==> src/rtl/ldp_pkg.sv <==
package ldp_pkg;
    localparam int LVL_W = 4;

    typedef struct packed {
        logic [LVL_W-1:0] over;
        logic [LVL_W-1:0] under;
    } lim_pair_t;

    typedef enum logic {
        SRC_SUPPLY = 1'b0,
        SRC_LIGHT  = 1'b1
    } src_e;
endpackage

==> src/rtl/ldp_mode_blank.sv <==
module ldp_mode_blank #(
    parameter int CNT_W = 8
) (
    input  logic             clk,
    input  logic             rst_n,
    input  logic             rec_mode,
    input  logic [CNT_W-1:0] mask_cycles,
    output logic             rec_q_o,
    output logic             blank_o
);
    typedef struct packed {
        logic             rec;
        logic [CNT_W-1:0] left;
    } blank_st_t;

    blank_st_t st_d, st_q;
    logic      changed;

    always_comb begin
        st_d    = st_q;
        changed = (rec_mode != st_q.rec);
        st_d.rec = rec_mode;
        if (changed) begin
            st_d.left = mask_cycles;
        end else if (st_q.left != '0) begin
            st_d.left = st_q.left - 1'b1;
        end
        blank_o = changed || (st_q.left != '0);
    end

    always_ff @(posedge clk or negedge rst_n) begin
        if (!rst_n) begin
            st_q <= '0;
        end else begin
            st_q <= st_d;
        end
    end

    assign rec_q_o = st_q.rec;
endmodule

==> src/rtl/ldp_level_cmp.sv <==
module ldp_level_cmp
    import ldp_pkg::*;
(
    input  logic             rec_sel,
    input  logic [LVL_W-1:0] level,
    input  lim_pair_t        play_lim,
    input  lim_pair_t        rec_lim,
    output logic             viol_o
);
    lim_pair_t act_lim;
    logic      too_high;
    logic      too_low;

    always_comb begin
        act_lim  = rec_sel ? rec_lim : play_lim;
        too_high = (level > act_lim.over);
        too_low  = (level < act_lim.under);
        viol_o   = too_high || too_low;
    end
endmodule

==> src/rtl/ldp_persist.sv <==
module ldp_persist #(
    parameter int CNT_W = 8
) (
    input  logic             clk,
    input  logic             rst_n,
    input  logic             raw,
    input  logic [CNT_W-1:0] need,
    output logic             hit_o
);
    localparam logic [CNT_W-1:0] CNT_MAX = '1;

    logic [CNT_W-1:0] run_d, run_q;
    logic [CNT_W:0]   run_next;

    always_comb begin
        run_next = {1'b0, run_q} + 1'b1;
        if (!raw) begin
            run_d = '0;
        end else if (run_q == CNT_MAX) begin
            run_d = run_q;
        end else begin
            run_d = run_q + 1'b1;
        end
        hit_o = raw && (run_next >= {1'b0, need});
    end

    always_ff @(posedge clk or negedge rst_n) begin
        if (!rst_n) begin
            run_q <= '0;
        end else begin
            run_q <= run_d;
        end
    end
endmodule

==> src/rtl/ldp_fault_ctrl.sv <==
module ldp_fault_ctrl
    import ldp_pkg::*;
#(
    parameter int CNT_W = 8
) (
    input  logic             clk,
    input  logic             rst_n,
    input  logic             rec_mode,
    input  logic             sup_uv,
    input  logic             sup_ov,
    input  logic [3:0]       light_code,
    input  logic [3:0]       play_over_thr,
    input  logic [3:0]       play_under_thr,
    input  logic [3:0]       rec_over_thr,
    input  logic [3:0]       rec_under_thr,
    input  logic [CNT_W-1:0] mask_cycles,
    input  logic [CNT_W-1:0] filt_cycles,
    input  logic             prot_en,
    input  logic             err_clr_wr,
    input  logic             laser_dis,
    output logic             err_n,
    output logic             prot_active,
    output logic             drive_off,
    output logic             shunt_on,
    output logic             hf_en_n
);
    localparam int NSRC = 2;

    typedef struct packed {
        logic err;
        logic prot;
    } latch_st_t;

    latch_st_t       st_d, st_q;
    logic            rec_q;
    logic            blank;
    logic            light_viol;
    logic [NSRC-1:0] raw_vec;
    logic [NSRC-1:0] hit_vec;
    lim_pair_t       play_lim;
    lim_pair_t       rec_lim;
    logic            fault_set;

    assign play_lim = '{over: play_over_thr, under: play_under_thr};
    assign rec_lim  = '{over: rec_over_thr,  under: rec_under_thr};

    ldp_mode_blank #(.CNT_W(CNT_W)) blank_i (
        .clk        (clk),
        .rst_n      (rst_n),
        .rec_mode   (rec_mode),
        .mask_cycles(mask_cycles),
        .rec_q_o    (rec_q),
        .blank_o    (blank)
    );

    ldp_level_cmp cmp_i (
        .rec_sel (rec_q),
        .level   (light_code),
        .play_lim(play_lim),
        .rec_lim (rec_lim),
        .viol_o  (light_viol)
    );

    assign raw_vec[SRC_SUPPLY] = sup_uv | sup_ov;
    assign raw_vec[SRC_LIGHT]  = light_viol & ~blank;

    for (genvar s = 0; s < NSRC; s++) begin : g_src
        ldp_persist #(.CNT_W(CNT_W)) persist_i (
            .clk  (clk),
            .rst_n(rst_n),
            .raw  (raw_vec[s]),
            .need (filt_cycles),
            .hit_o(hit_vec[s])
        );
    end

    always_comb begin
        st_d      = st_q;
        fault_set = |hit_vec;
        if (err_clr_wr) begin
            st_d.err  = 1'b0;
            st_d.prot = 1'b0;
        end else begin
            st_d.err  = st_q.err  | fault_set;
            st_d.prot = st_q.prot | (fault_set & prot_en);
        end
    end

    always_ff @(posedge clk or negedge rst_n) begin
        if (!rst_n) begin
            st_q <= '0;
        end else begin
            st_q <= st_d;
        end
    end

    assign err_n       = ~st_q.err;
    assign prot_active = st_q.prot;
    assign shunt_on    = st_q.prot;
    assign drive_off   = st_q.prot | laser_dis;
    assign hf_en_n     = rec_q;
endmodule

==> config.mk <==
export PLATFORM = sky130hd
export DESIGN_NAME = ldp_fault_ctrl
export DESIGN_NICKNAME = d
export VERILOG_FILES = /design/src/rtl/ldp_pkg.sv /design/src/rtl/ldp_mode_blank.sv /design/src/rtl/ldp_level_cmp.sv /design/src/rtl/ldp_persist.sv /design/src/rtl/ldp_fault_ctrl.sv
export SDC_FILE = /design/constraint.sdc
export NUM_CORES = 1
export LEC_CHECK = 0
export BUFFER_PORTS_ARGS = -buffer_cell sky130_fd_sc_hd__buf_2
export CAP_MARGIN = 20
export CORE_MARGIN = 3
export CORE_UTILIZATION = 49
export DETAILED_ROUTE_END_ITERATION = 16
export GPL_TIMING_DRIVEN = 1
export PLACE_DENSITY = 0.77
export REMOVE_ABC_BUFFERS = 1
export SLEW_MARGIN = 20
export SYNTH_ARGS = -nofsm -noshare
export SYNTH_HDL_FRONTEND = slang
export SYNTH_HIERARCHICAL = 1
export SYNTH_SLANG_ARGS = --single-unit
==> constraint.sdc <==
create_clock -name clk -period 2.3 [get_ports clk]
set_input_delay 0.345 -clock clk [delete_from_list [all_inputs] [get_ports clk]]
set_output_delay 0.345 -clock clk [all_outputs]
set_load 0.005 [all_outputs]
* After elaboration in Yosys (flattened, before gate mapping)
Cells that the tools add are included.
Word-level totals: output and inout bits 5, flip-flop bits (word level) 27
Cells by class: reductions and logical operators 7, bitwise operators 8, multiplexer cells 8, $add $sub $neg 5, equal/unequal tests 5, $lt $le $gt $ge 4
Operator list (count):
- $mux W8 | 7
- $add A8 B1 Y9 const B | 2
- $ge A9 B8 Y1 | 2
- $add A8 B1 Y8 const B | 2
- $eq A8 B8 Y1 const B | 2
- $reduce_bool A8 Y1 | 1
- $sub A8 B1 Y8 const B | 1
- $gt A4 B4 Y1 | 1
- $lt A4 B4 Y1 | 1
- $ne A2 B2 Y1 const B | 2
- $or A1 B1 Y1 | 4
- $and A1 B1 Y1 | 2
- $logic_and A1 B1 Y1 | 2
- $logic_or A1 B1 Y1 | 2
- $mux W2 | 1
- $not A1 Y1 | 2
- $reduce_bool A2 Y1 | 1
- $reduce_or A2 Y1 | 1
- $ne A1 B1 Y1 | 1

* Longest topological paths before layout
depth in word-level cells 9, gate-level depth with buffers 12

* Hierarchy
Netlist, hierarchy kept.
By module, submodules not included:
- ldp_persist (g_src[0].persist_i) | seq. area each 200.2 um^2, cells an instance 67, times used 1, area each 606.8 um^2
- ldp_persist (g_src[1].persist_i) | seq. area each 200.2 um^2, cells an instance 70, times used 1, area each 599.3 um^2
- ldp_mode_blank | seq. area each 225.2 um^2, cells an instance 57, times used 1, area each 543.0 um^2
- ldp_level_cmp | seq. area each 0.0 um^2, cells an instance 27, times used 1, area each 242.7 um^2
- ldp_fault_ctrl | seq. area each 50.0 um^2, cells an instance 12, times used 1, area each 102.6 um^2

* Worst setup path before layout
Ideal clock, no wire load.
kind register -> register, start point reg blank_i.st_q (netlist bit blank_i/rec_q_o), end point reg st_q (netlist bit prot_active), slack 0.052 ns, stages on the path, launching flop included 12, data required time 2.223 ns, period minus slack after synthesis 2.248 ns, buffers on the path 1, arrival time 2.171 ns, path through dfrtp_1 buf_6 mux2i_1 ha_1 or3_1 o2111ai_1 a22o_2 nor2b_1 nand2_1 o21ai_0 o21ai_1 a21oi_1
RTL lines:
- from (decl) | RTL line ldp_mode_blank.sv:16 | blank_st_t st_d, st_q;
- from (signal assigned) | RTL line ldp_mode_blank.sv:35 | st_q <= st_d;
- to (signal assigned) | RTL line ldp_fault_ctrl.sv:93 | st_q <= st_d;
- to (decl) | RTL line ldp_fault_ctrl.sv:34 | latch_st_t st_d, st_q;

==> flow_metrics.py <==
metrics = {
    "power": {
        "p_int_w": 0.0008433,
        "power.total_w": 0.001246,
        "p_seq_share_pct": 48.3,
        "ir_drop_v": 0.0003075,
        "comb_power_share_pct": 30.5,
        "power_switching_share_pct": 32.32,
        "p_clk_share_pct": 21.2,
        "p_leak_nw": 1.342,
        "power_switching_w": 0.0004026,
        "power_density_nw_per_um2": 484.1,
    },
    "place": {
        "pre_cts_ws_ns": 0.02161,
        "gp_congestion": 0.9205,
        "portBuffers": 48,
        "dp_hpwl_mm": 3.513,
    },
    "setup_path": {
        "cpMaxStageDelayCell": "dfrtp_2",
        "startpoint_type": "register",
        "cp_cell_sequence": "buf_6 > mux2i_1 > ha_1 > a21oi_1 > o21ai_1 > a22o_2 > nor2b_2 > o21ai_0 > o21ai_1 > nor3_1 > nor2_1",
        "cp.arrival_ns": 2.34,
        "critPathMostFrequentCell": "o21ai_1",
        "critPathKind": "reg -> reg",
        "endpoint_kind": "register",
        "r2r-end": "st_q[1]$_DFF_PN0_",
        "critPathMaxStageDelay_ns": 0.47,
        "reg2reg_depth": 11,
        "r2r_slack_ns": 0.12,
        "crit_fanout": 6,
        "r2r-start": "blank_i/rec_q_o$_DFF_PN0_",
        "cp_data_required_time_ns": 2.46,
    },
    "synthesis": {
        "synth_warnings": 6,
        "synth-edff-count": 0,
        "async_reset_ff_share_pct": 100.0,
        "synth_cell_type_count": 43,
        "syn_area_um2": 2095,
        "synth_top_area_cell": "dfrtp_1",
        "yosys_register_bits": 27,
        "synthTopCellsByCount": "dfrtp_1 (27), ha_1 (27), inv_1 (22)",
        "synth.yosys.seq_area_share_pct": 32.26,
        "synth_top_area_share_pct": 32.26,
        "avgSynthCellArea_um2": 8.989,
        "synth_area_leaders": "dfrtp_1 (32%), ha_1 (16%), mux2i_1 (4.8%)",
        "postSynthCellCount": 233,
        "synthFlopType": "dfrtp_1",
    },
    "timing": {
        "fin_crit_sh_pct": 94.69,
        "finalSetupViolCount": 0,
        "finalHoldViolCount": 0,
        "fin_hold_ws_ns": 0.07207,
        "worst_slack_ns": 0.1221,
        "finClkSkew_ns": 0.005411,
        "report.final.slew_viol_count": 0,
        "worst_pin_slew_ns": 0.6198,
        "fmax_ghz": 0.4591,
        "maxSlewHeadroom_pct": 58.54,
        "min_period_ns": 2.178,
    },
    "cts": {
        "htree_levels": 1,
        "cts.clk_slew.worst_paths_ns": 0.09,
        "cts_root_buf": "clkbuf_8",
        "clock_path_buffers": 2,
        "hold_buffers": 0,
        "clk_latency_ns": 0.27,
        "cts_tree": "done",
        "cts.sinks": 27,
        "cts_made_buffers": 3,
    },
    "layout": {
        "final_core_util_pct": 63.43,
        "nFillCells": 354,
        "drive_gt1_share_pct": 27.89,
        "antenna_cells": 0,
        "multiInputGateArea_um2": 1364,
        "syn_to_final_growth_pct": 22.88,
        "seq_area_um2": 676.9,
        "nets": 366,
    },
    "floorplan": {
        "die_h_um": 71.38,
        "core_um2": 4058,
        "rows": 23,
        "fp.dieArea_um2": 5095,
        "die_w_um": 71.38,
        "ioPinCount": 49,
        "start_util_pct": 51.62,
    },
    "routing": {
        "vias_per_cell": 5.462,
        "drc": 0,
        "first_pass_iters": 4,
        "wl_per_cell_um": 12.79,
        "drtIter0Drc": 78,
        "route.vias.total": 1879,
        "wl_mm": 4.399,
        "antenna_left": 0,
    },
    "grt": {
        "grt_overflow": 0,
        "grt-busiest-layer": "met2",
        "use_met3_pct": 2.104,
        "antenna_found_initial": 0,
        "track_usage_pct": 18.01,
        "grt_pass1_vias": 1865,
        "grt_pass1_wl_mm": 7.672,
        "grtUsageMet2_pct": 30.92,
        "grt_use_met1_pct": 23.85,
        "grt_max_degree": 28,
    },
    "hold_path": {
        "hold_class": "in -> async",
    },
    "outcome": {
        "status": "completed",
    },
    "flow_run": {
        "maxCapViolations": 0,
    },
}
## per-layer routing
layer  part of all wire, %  wire [um]
met1                    46       2025
met3                   5.2        228
met5                     0          0
met2                    48       2114
met4                  0.68         30
## layout by cell type (no fill, tap or decap), drive strengths merged, types with 2 or more instances in the layout
cell type / n
a21oi: 15
a31oi: 2
buf: 61
clkbuf: 3
dfrtp: 27
ha: 27
inv: 22
mux2i: 10
nand2: 20
nand3: 9
nand4: 3
nor2: 21
nor2b: 5
nor3: 3
nor3b: 2
o211a: 2
o21a: 7
o21ai: 14
o31ai: 4
or2: 2
or3: 3
or3b: 2
or4: 2
xnor2: 8
xor2: 8
## sequential cells by signal, indices dropped and copies added, names as in the netlist
signal / count
prot_active: 1
st_q: 1
blank_i/rec_q_o: 1
g_src.persist_i/run_q: 16
blank_i/st_q: 8
## power groups by stage
stage	clock, W	sequential, W	combinational, W
final	0.000264	0.000601	0.000380
after global routing	0.000294	0.000613	0.000445
after CTS	0.000275	0.000598	0.000383
after detailed placement	0	0.000608	0.000381
after global placement	0	0.000605	0.000369
after floorplan	0	0.000596	0.000255
## worst max-delay path, delay by kind of cell, from the launching register on
kind | cells | cell delay (ns)
adder cells (fa/ha/maj) | 1 | 0.33
buffers and inverters | 1 | 0.15
flip-flops | 1 | 0.47
multiplexers | 1 | 0.11
AND/OR/NAND/NOR | 3 | 0.42
AO/OA/AOI/OAI | 5 | 0.59
## metrics by stage
step           std cells  instance area, um2   TNS, ns
3_3_place_gp         338                2454         0
4_1_cts              342                2500         0
5_1_grt              344                2574  -0.04893
6_report             344                2574         0
2_1_floorplan        229                2068  -0.01088
3_5_place_dp         338                2454         0
## area by class of cell
type / instances / area share [%]
Multi-Input combinational cell: 180 / 52.99
Sequential cell: 27 / 26.30
Timing Repair Buffer: 61 / 13.27
Inverter: 22 / 3.209
Tap cell: 50 / 2.431
Clock buffer: 3 / 1.604
Clock inverter: 1 / 0.1945
## worst max path at each step
| stage | start | to | slack (ns) | cells past startpoint |
|---|---|---|---|---|
| after detailed placement | blank_i/rec_q_o$_DFF_PN0_ | st_q[1]$_DFF_PN0_ | 0.02 | 11 |
| after global placement | blank_i/rec_q_o$_DFF_PN0_ | st_q[1]$_DFF_PN0_ | 0.09 | 11 |
| after floorplan | blank_i/rec_q_o$_DFF_PN0_ | prot_active$_DFF_PN0_ | -0.01 | 10 |
| final | blank_i/rec_q_o$_DFF_PN0_ | st_q[1]$_DFF_PN0_ | 0.12 | 11 |
| after CTS | blank_i/rec_q_o$_DFF_PN0_ | st_q[1]$_DFF_PN0_ | 0.01 | 11 |
| after global routing | g_src[1].persist_i/run_q[0]$_DFFE_PN0P_ | st_q[1]$_DFF_PN0_ | -0.05 | 11 |
## logic make-up after synthesis
family                   count (synthesis)  share of synthesized area (%)
adder cells (fa/ha/maj)                 27                          16.13
XOR/XNOR                                16                          6.691
AND/OR/NAND/NOR                         75                          18.88
multiplexers                            11                          5.317
AO/OA/AOI/OAI                           51                          15.53
buffers and inverters                   26                          5.197
flip-flops                              27                          32.26
## what timing repair did
action / 4_1_cts / 5_1_grt
setup buffers: 0 / 2
resized for setup: 0 / 14
setup endpoints to repair: 0 / 8
Note: power is estimated with default switching activity, not from simulation.
